[src/rtl/nrn_pkg.sv]
// Shared types for the broadcast neuron element.
// Assumes: nothing beyond IEEE 1800-2017 packages.
package nrn_pkg;
    typedef enum logic [1:0] {
        ST_IDLE = 2'd0,   // no pass open
        ST_WAIT = 2'd1,   // pass open, waiting for a broadcast or control
        ST_SCAN = 2'd2    // walking the connection table
    } nrn_state_t;
endpackage

[src/rtl/nrn_syn_table.sv]
// Connection table: DEPTH entries of (valid, source address, weight).
// One write port, one combinational read port used by the sequential walk.
// Assumes: writes and reads of the same entry in one cycle read the old value.
module nrn_syn_table #(
    parameter int DEPTH    = 64,
    parameter int ADDR_W   = 10,
    parameter int WEIGHT_W = 16,
    localparam int IDX_W   = $clog2(DEPTH)
) (
    input  logic                clk,
    input  logic                rst_n,
    input  logic                wr_en,
    input  logic [IDX_W-1:0]    wr_idx,
    input  logic                wr_valid,
    input  logic [ADDR_W-1:0]   wr_src,
    input  logic [WEIGHT_W-1:0] wr_weight,
    input  logic [IDX_W-1:0]    rd_idx,
    output logic                rd_valid,
    output logic [ADDR_W-1:0]   rd_src,
    output logic [WEIGHT_W-1:0] rd_weight
);
    logic [DEPTH-1:0]    valid_q;
    logic [ADDR_W-1:0]   src_q [DEPTH];
    logic [WEIGHT_W-1:0] wt_q  [DEPTH];

    for (genvar e = 0; e < DEPTH; e++) begin : g_entry
        logic sel;
        assign sel = wr_en && (wr_idx == IDX_W'(e));

        // Entry valid bit: cleared by reset, set or cleared by a write.
        always_ff @(posedge clk) begin
            if (!rst_n)
                valid_q[e] <= 1'b0;
            else if (sel)
                valid_q[e] <= wr_valid;
        end

        // Entry payload: address and weight, loaded on write only.
        always_ff @(posedge clk) begin
            if (sel) begin
                src_q[e] <= wr_src;
                wt_q[e]  <= wr_weight;
            end
        end
    end

    // Read port for the walk.
    assign rd_valid  = valid_q[rd_idx];
    assign rd_src    = src_q[rd_idx];
    assign rd_weight = wt_q[rd_idx];
endmodule

[src/rtl/nrn_walk_ctrl.sv]
// Pass and walk controller. Accepts broadcasts, steps the table index one
// entry per cycle, flags matching entries and issues clear/finish strobes.
// Assumes: control pulses are single-cycle; priority start > end > broadcast.
module nrn_walk_ctrl
    import nrn_pkg::*;
#(
    parameter int DEPTH  = 64,
    parameter int ADDR_W = 10,
    parameter int VAL_W  = 9,
    localparam int IDX_W = $clog2(DEPTH)
) (
    input  logic              clk,
    input  logic              rst_n,
    input  logic              pass_start,
    input  logic              pass_end,
    input  logic              bus_valid,
    input  logic [ADDR_W-1:0] bus_src,
    input  logic [VAL_W-1:0]  bus_val,
    input  logic              rd_valid,
    input  logic [ADDR_W-1:0] rd_src,
    output logic [IDX_W-1:0]  walk_idx,
    output logic              hit,
    output logic [VAL_W-1:0]  hit_val,
    output logic              acc_clr,
    output logic              fin,
    output logic              bus_ready,
    output logic              done
);
    nrn_state_t        state_q;
    logic [ADDR_W-1:0] src_q;
    logic [VAL_W-1:0]  val_q;
    logic [IDX_W-1:0]  idx_q;
    logic              done_q;
    logic              accept;
    logic              last;

    // Decode of control strobes from the current state.
    always_comb begin
        bus_ready = (state_q != ST_SCAN);
        acc_clr   = bus_ready && pass_start;
        fin       = (state_q == ST_WAIT) && !pass_start && pass_end;
        accept    = (state_q == ST_WAIT) && !pass_start && !pass_end && bus_valid;
        last      = (idx_q == IDX_W'(DEPTH - 1));
    end

    // State register: opens, walks and closes passes.
    always_ff @(posedge clk) begin
        if (!rst_n)
            state_q <= ST_IDLE;
        else if (acc_clr)
            state_q <= ST_WAIT;
        else if (fin)
            state_q <= ST_IDLE;
        else if (accept)
            state_q <= ST_SCAN;
        else if (state_q == ST_SCAN && last)
            state_q <= ST_WAIT;
    end

    // Walk index: restarts on acceptance, steps during the walk.
    always_ff @(posedge clk) begin
        if (!rst_n)
            idx_q <= '0;
        else if (accept)
            idx_q <= '0;
        else if (state_q == ST_SCAN)
            idx_q <= idx_q + 1'b1;
    end

    // Latch of the accepted broadcast for the duration of the walk.
    always_ff @(posedge clk) begin
        if (!rst_n) begin
            src_q <= '0;
            val_q <= '0;
        end else if (accept) begin
            src_q <= bus_src;
            val_q <= bus_val;
        end
    end

    // Done pulse one cycle after the pass closes.
    always_ff @(posedge clk) begin
        if (!rst_n)
            done_q <= 1'b0;
        else
            done_q <= fin;
    end

    assign walk_idx = idx_q;
    assign hit      = (state_q == ST_SCAN) && rd_valid && (rd_src == src_q);
    assign hit_val  = val_q;
    assign done     = done_q;

    // an accepted broadcast drops ready on the next cycle.
    a_r3_ready_drops: assert property (@(posedge clk) disable iff (!rst_n)
        accept |=> !bus_ready);
    // the walk ends after the last entry and ready returns.
    a_r3_ready_returns: assert property (@(posedge clk) disable iff (!rst_n)
        (state_q == ST_SCAN && last) |=> bus_ready);
    // done is a single-cycle pulse.
    a_r6_done_pulse: assert property (@(posedge clk) disable iff (!rst_n)
        done |=> !done);
endmodule

[src/rtl/nrn_mac.sv]
// Multiply-accumulate: unsigned broadcast value times signed weight,
// sign-extended into a wide signed accumulator.
// Assumes: clear and hit never coincide (clear only when not walking).
module nrn_mac #(
    parameter int VAL_W    = 9,
    parameter int WEIGHT_W = 16,
    parameter int ACC_W    = 40,
    localparam int PROD_W  = VAL_W + 1 + WEIGHT_W
) (
    input  logic                    clk,
    input  logic                    rst_n,
    input  logic                    clr,
    input  logic                    hit,
    input  logic [VAL_W-1:0]        val,
    input  logic [WEIGHT_W-1:0]     weight,
    output logic signed [ACC_W-1:0] acc
);
    logic signed [PROD_W-1:0] prod;
    logic signed [ACC_W-1:0]  prod_ext;
    logic signed [ACC_W-1:0]  acc_q;

    assign prod     = $signed({1'b0, val}) * $signed(weight);
    assign prod_ext = {{(ACC_W - PROD_W){prod[PROD_W-1]}}, prod};

    // Accumulator: cleared at pass start, adds each matching product.
    always_ff @(posedge clk) begin
        if (!rst_n)
            acc_q <= '0;
        else if (clr)
            acc_q <= '0;
        else if (hit)
            acc_q <= acc_q + prod_ext;
    end

    assign acc = acc_q;

    // a clear leaves a zero accumulator.
    a_r5_clear_zero: assert property (@(posedge clk) disable iff (!rst_n)
        clr |=> (acc == '0));
    // without a match or clear the sum holds.
    a_r4_hold_no_hit: assert property (@(posedge clk) disable iff (!rst_n)
        (!clr && !hit) |=> $stable(acc));
endmodule

[src/rtl/nrn_activation.sv]
// Output stage: arithmetic shift of the accumulator, clamp to 0..2^VAL_W-1,
// registered when the pass finishes.
// Assumes: SHIFT < ACC_W - VAL_W.
module nrn_activation #(
    parameter int ACC_W = 40,
    parameter int VAL_W = 9,
    parameter int SHIFT = 8
) (
    input  logic                    clk,
    input  logic                    rst_n,
    input  logic                    fin,
    input  logic signed [ACC_W-1:0] acc,
    output logic [VAL_W-1:0]        out_val
);
    logic signed [ACC_W-1:0] shifted;
    logic [VAL_W-1:0]        clamped;
    logic [VAL_W-1:0]        out_q;

    // Clamp of the shifted sum into the unsigned output range.
    always_comb begin
        shifted = acc >>> SHIFT;
        if (shifted[ACC_W-1])
            clamped = '0;
        else if (|shifted[ACC_W-2:VAL_W])
            clamped = '1;
        else
            clamped = shifted[VAL_W-1:0];
    end

    // Output register: loaded once per pass.
    always_ff @(posedge clk) begin
        if (!rst_n)
            out_q <= '0;
        else if (fin)
            out_q <= clamped;
    end

    assign out_val = out_q;

    // a negative sum yields a zero output.
    a_r6_neg_zero: assert property (@(posedge clk) disable iff (!rst_n)
        (fin && acc[ACC_W-1]) |=> (out_val == '0));
    // output only changes when a pass finishes.
    a_r6_out_hold: assert property (@(posedge clk) disable iff (!rst_n)
        !fin |=> $stable(out_val));
endmodule

[src/rtl/bcast_neuron.sv]
// Broadcast-bus neuron element. Ties the connection table, walk controller,
// multiply-accumulate and output stage together, and drives the bus when
// its own address is selected.
// Assumes: one broadcaster at a time; table is loaded outside of passes.
module bcast_neuron #(
    parameter int DEPTH    = 64,
    parameter int ADDR_W   = 10,
    parameter int WEIGHT_W = 16,
    parameter int VAL_W    = 9,
    parameter int ACC_W    = 40,
    parameter int SHIFT    = 8,
    localparam int IDX_W   = $clog2(DEPTH)
) (
    input  logic                clk,
    input  logic                rst_n,
    input  logic [ADDR_W-1:0]   my_addr,
    input  logic                tbl_we,
    input  logic [IDX_W-1:0]    tbl_idx,
    input  logic                tbl_valid,
    input  logic [ADDR_W-1:0]   tbl_src,
    input  logic [WEIGHT_W-1:0] tbl_weight,
    input  logic                pass_start,
    input  logic                pass_end,
    output logic                pass_done,
    input  logic                bus_valid,
    input  logic [ADDR_W-1:0]   bus_src,
    input  logic [VAL_W-1:0]    bus_val,
    output logic                bus_ready,
    input  logic [ADDR_W-1:0]   sel_addr,
    input  logic                out_en,
    output logic                drv_en,
    output logic [VAL_W-1:0]    drv_val
);
    logic [IDX_W-1:0]        walk_idx;
    logic                    rd_valid;
    logic [ADDR_W-1:0]       rd_src;
    logic [WEIGHT_W-1:0]     rd_weight;
    logic                    hit;
    logic [VAL_W-1:0]        hit_val;
    logic                    acc_clr;
    logic                    fin;
    logic signed [ACC_W-1:0] acc;
    logic [VAL_W-1:0]        out_val;

    nrn_syn_table #(
        .DEPTH(DEPTH), .ADDR_W(ADDR_W), .WEIGHT_W(WEIGHT_W)
    ) table_i (
        .clk(clk), .rst_n(rst_n),
        .wr_en(tbl_we), .wr_idx(tbl_idx), .wr_valid(tbl_valid),
        .wr_src(tbl_src), .wr_weight(tbl_weight),
        .rd_idx(walk_idx), .rd_valid(rd_valid), .rd_src(rd_src),
        .rd_weight(rd_weight)
    );

    nrn_walk_ctrl #(
        .DEPTH(DEPTH), .ADDR_W(ADDR_W), .VAL_W(VAL_W)
    ) ctrl_i (
        .clk(clk), .rst_n(rst_n),
        .pass_start(pass_start), .pass_end(pass_end),
        .bus_valid(bus_valid), .bus_src(bus_src), .bus_val(bus_val),
        .rd_valid(rd_valid), .rd_src(rd_src),
        .walk_idx(walk_idx), .hit(hit), .hit_val(hit_val),
        .acc_clr(acc_clr), .fin(fin), .bus_ready(bus_ready),
        .done(pass_done)
    );

    nrn_mac #(
        .VAL_W(VAL_W), .WEIGHT_W(WEIGHT_W), .ACC_W(ACC_W)
    ) mac_i (
        .clk(clk), .rst_n(rst_n), .clr(acc_clr), .hit(hit),
        .val(hit_val), .weight(rd_weight), .acc(acc)
    );

    nrn_activation #(
        .ACC_W(ACC_W), .VAL_W(VAL_W), .SHIFT(SHIFT)
    ) act_i (
        .clk(clk), .rst_n(rst_n), .fin(fin), .acc(acc), .out_val(out_val)
    );

    // Bus driver: only when this element's address is selected and enabled.
    always_comb begin
        drv_en  = out_en && (sel_addr == my_addr);
        drv_val = drv_en ? out_val : '0;
    end

    // never drive without enable and own-address selection.
    a_r7_drive_guard: assert property (@(posedge clk) disable iff (!rst_n)
        drv_en |-> (out_en && sel_addr == my_addr));
    // a control pulse during a walk yields no done pulse.
    a_r9_no_done_after_walk: assert property (@(posedge clk) disable iff (!rst_n)
        !bus_ready |=> !pass_done);
endmodule

[config.mk]
export PLATFORM = sky130hd
export DESIGN_NAME = bcast_neuron
export DESIGN_NICKNAME = d
export VERILOG_FILES = /design/src/rtl/nrn_pkg.sv /design/src/rtl/nrn_syn_table.sv /design/src/rtl/nrn_walk_ctrl.sv /design/src/rtl/nrn_mac.sv /design/src/rtl/nrn_activation.sv /design/src/rtl/bcast_neuron.sv
export SDC_FILE = /design/constraint.sdc
export NUM_CORES = 2
export LEC_CHECK = 0
export ABC_AREA = 1
export ABC_CLOCK_PERIOD_IN_PS = 7900
export BUFFER_PORTS_ARGS = -buffer_cell sky130_fd_sc_hd__buf_2
export CAP_MARGIN = 20
export CORE_ASPECT_RATIO = 2
export CORE_MARGIN = 2
export CORE_UTILIZATION = 30
export CTS_BUF_LIST = sky130_fd_sc_hd__clkbuf_8
export DETAILED_ROUTE_END_ITERATION = 8
export PLACE_DENSITY_LB_ADDON = 0.15
export SYNTH_ARGS = -nofsm -noshare
export SYNTH_HDL_FRONTEND = slang
export SYNTH_SLANG_ARGS = --single-unit
[constraint.sdc]
create_clock -name clk -period 7.9 [get_ports clk]
set_clock_uncertainty 0.1 [all_clocks]
set_input_delay 0.395 -clock clk [delete_from_list [all_inputs] [get_ports clk]]
set_output_delay 0.395 -clock clk [all_outputs]
set_load 0.01 [all_outputs]
==> reports/results.ini <==
[worst_setup_path]
slowest_stage = o211ai_1
required_ns = 8.65
crit_arrival_ns = 8.56
slowest_delay_ns = 0.55
cp_max_fo = 28
worstSetupPathType = reg2reg
rrSetupSlack_ns = 0.09
crit_top_cell = buf_4
end_kind = flop
start_kind = flop
reg2reg_depth = 33
crit_end = mac_i.acc[31]$_SDFFE_PP0P_
r2r-end = mac_i.acc[31]$_SDFFE_PP0P_

[clocking]
cts_buffers = 275
cts_buffer_depth = 4
clk_latency_ns = 0.98
htreeDepth = 5
clock-root-buffer = clkbuf_8
clkTransAtPathRegs_ns = 0.07
cts_tree = built
clock_sinks = 1811

[hold_path]
worst_hold_path_type = in2reg

[grt]
grt_first_pass_wirelength_mm = 429
grt_max_degree = 70
grt_usage_pct = 21.8
globalRouteOverflowTotal = 0
grt_pass1_vias = 60100
antenna_found_initial = 21

[routing]
drtIter0Drc = 4574
avgRoutedWirePerCell_um = 26.5
vias_per_cell = 5.11
drt_pass1_iterations = 5
wl_mm = 303
route.detailed.drc = 0
via_count = 58300
final_antenna_net_count = 0

[logic_synthesis]
synth_top_area_share_pct = 62.2
syn_area_um2 = 80300
synth.mux.area_fraction_pct = 0
synth-compound-area-share_pct = 8.82
ys_types = 45
ys_warn_count = 0
syn_nets = 7467
avgSynthCellArea_um2 = 11.3
yosys.area_share.simple_pct = 14.7
synth_xor_xnor_area_share_pct = 0.589
ys_ff_latch = 1811
synth_fa_ha_area_share_pct = 5.84
synth_area_leader_cell = edfxtp_1
synthCells = 7122
synth.top_cells.by_area = edfxtp_1 (62%), nand2_1 (5.3%), nor2_1 (5.0%), o21ai_0 (4.8%), fa_1 (4.5%)
yosysSeqAreaShare_pct = 65.9
synth_top_family_by_area = simple AND/OR/NAND/NOR gates

[floorplan]
die_area_um2 = 272000
coreArea_um2 = 266000
start_util_pct = 30.2
die_x_um = 370
die_h_um = 736
io_pins = 91
placementRows = 268

[power]
power.density_nw_per_um2 = 198
power_frac_seq_pct = 56.0
pwr-share-comb_pct = 4.1
p_int_uw = 14400
power.switching_uw = 4410
ir_drop_v = 0.0000999
clkPwrFrac_pct = 39.8
p_leak_uw = 0.0349
power_uw = 18800
switching_share_pct = 23.4

[timing]
whs_ns = 0.0206
period_minus_slack_ns = 7.81
fmax_mhz = 128
worst_pin_slew_ns = 1.10
hold_violations = 0
rsz0062_at_grt = true
period_share_pct = 98.9
finalSetupViolCount = 0
tns_ns = 0
relSlewSlack_pct = 26.7
slew_violations = 0

[finish]
finalNetCount = 8048
synthToLayoutAreaGrowth_pct = 18.1
drive_gt1_share_pct = 14.6

[placed_design]
dpl.hpwl_mm = 195
io_buffers = 90
place.gp.congestion = 0.908

[status]
status = finished clean

[flow_run]
drv_cap = 0

[worst max-delay path, delay by kind of cell (launching register included)]
family	cells	cell delay, ns
buffers and inverters	10	1.67
DFF	1	0.42
xor gates and xnor gates	1	0.14
adders and majority gates	6	2.76
AOI/OAI and AO/OA	10	1.94
and+or+nand+nor	6	0.56
[cells in the mapped netlist, drive strengths merged]
cell        n
o21ai     772
o211ai     32
dfxtp     147
nor3       71
nand3     603
clkbuf    232
o31ai       3
clkinv      6
and3        1
a211o       1
xor2       28
nor4        7
a31oi      10
buf       199
edfxtp   1664
nand4       6
o22ai     274
a21boi      5
o221ai     40
a21o       10
a211oi      1
o311ai      4
nor2     1063
o21a        1
o21bai     14
fa        182
inv       388
a221o       1
a221oi      1
a2111oi     2
xnor2      26
ha         84
o32ai       7
a21oi      92
nand2    1142
nor3b       1
nand3b      2
[area by class of cell]
type | instances | area [um^2]
timing repair buffer | 735 | 6270
multi-input combinational | 4486 | 24700
fill | 26600 | 171000
inverter | 394 | 1510
sequential | 1811 | 52900
clock buffer | 292 | 4020
clock inverter | 178 | 957
tap | 3510 | 4390
antenna | 16 | 40.0
[routing by layer]
layer	vias up	share of wire, %	track usage (%)	routed length (um)
met4	10	5.7	11.6	17200
li1	26200	-	-	-
met3	612	4.4	2.73	13300
met1	29900	35	22.9	107000
met5	-	0.022	0	68
met2	1676	55	41.8	166000
[power groups by stage]
stage               combinational [uW]  sequential, uW  clock (uW)
finish                             780           10500        7500
global route                       850           10500        8030
CTS                                782           10500        7710
detailed placement                 759           10700           0
global placement                   750           10700           0
floorplan                          308           10700           0
[logic make-up (layout without fill, tap and decap cells)]
group,after synthesis,after routing
AND/OR/NAND/NOR,2896,2896
flip-flops,1811,1811
AO/OA/AOI/OAI,1270,1270
buffers and inverters,825,1599
adder cells (fa/ha/maj),266,266
XOR/XNOR,54,54
other,0,16
[how the worst min path moves through the flow]
stage / from / to / depth (start not counted)
final: tbl_src[1] / table_i.src_q[21][1]$_DFFE_PP_ / 2
after global routing: tbl_weight[1] / table_i.wt_q[8][1]$_DFFE_PP_ / 2
after CTS: tbl_weight[9] / table_i.wt_q[54][9]$_DFFE_PP_ / 2
after detailed placement: act_i.out_val[8]$_SDFFE_PN0P_ / act_i.out_val[8]$_SDFFE_PN0P_ / 2
after global placement: ctrl_i.state_q[1]$_SDFFE_PP0P_ / ctrl_i.state_q[1]$_SDFFE_PP0P_ / 2
after floorplan: ctrl_i.state_q[1]$_SDFFE_PP0P_ / ctrl_i.state_q[1]$_SDFFE_PP0P_ / 2
[registers in the layout, indices dropped and copies added, names as in the netlist, named ones only]
signal / cells
table_i.valid_q: 64
ctrl_i.walk_idx: 6
ctrl_i.state_q: 2
act_i.out_val: 9
table_i.src_q: 640
table_i.wt_q: 1024
ctrl_i.hit_val: 9
mac_i.acc: 40
ctrl_i.done: 1
ctrl_i.src_q: 10
[timing repair]
item                                   4_1_cts  5_1_grt
gates resized for setup                     15       52
pin swaps                                    2        7
setup buffers                                1        3
setup endpoints to repair                   12       22
gates cloned                                 1        1
hold buffers                                48        0
endpoints found under the hold margin      149        0
[through the flow]
| step | area (um^2) | worst slack, ns | cells | util (%) |
|---|---|---|---|---|
| 2_1_floorplan | 80300 | 0.984 | 7122 | - |
| 4_1_cts | 94600 | 0.00807 | 11400 | 35.5 |
| 3_3_place_gp | 89000 | -0.498 | 10900 | 33.4 |
| 5_1_grt | 94800 | -0.163 | 11400 | 35.6 |
| 3_5_place_dp | 89000 | -0.498 | 10900 | 33.4 |
| 6_report | 94900 | 0.0850 | 11400 | 35.6 |
[cells in the final DEF, fill, tap and decap left out, types with 10 or more instances in the layout]
cell / n
ha_1: 79
o22ai_1: 273
clkbuf_8: 292
nor2_4: 67
buf_2: 90
xor2_1: 28
xnor2_1: 25
nor3_1: 70
o21ai_1: 17
o211ai_1: 32
buf_4: 527
nand3_1: 599
o21bai_1: 14
dfxtp_1: 142
o221ai_1: 38
fa_1: 181
nand2_1: 1139
clkinv_2: 30
diode_2: 16
buf_12: 58
dlygate4sd3_1: 48
o21ai_0: 754
edfxtp_1: 1664
a21o_1: 10
inv_1: 460
clkinv_1: 51
nor2_1: 991
a21oi_1: 83
Power figures use the tool's default switching activity.
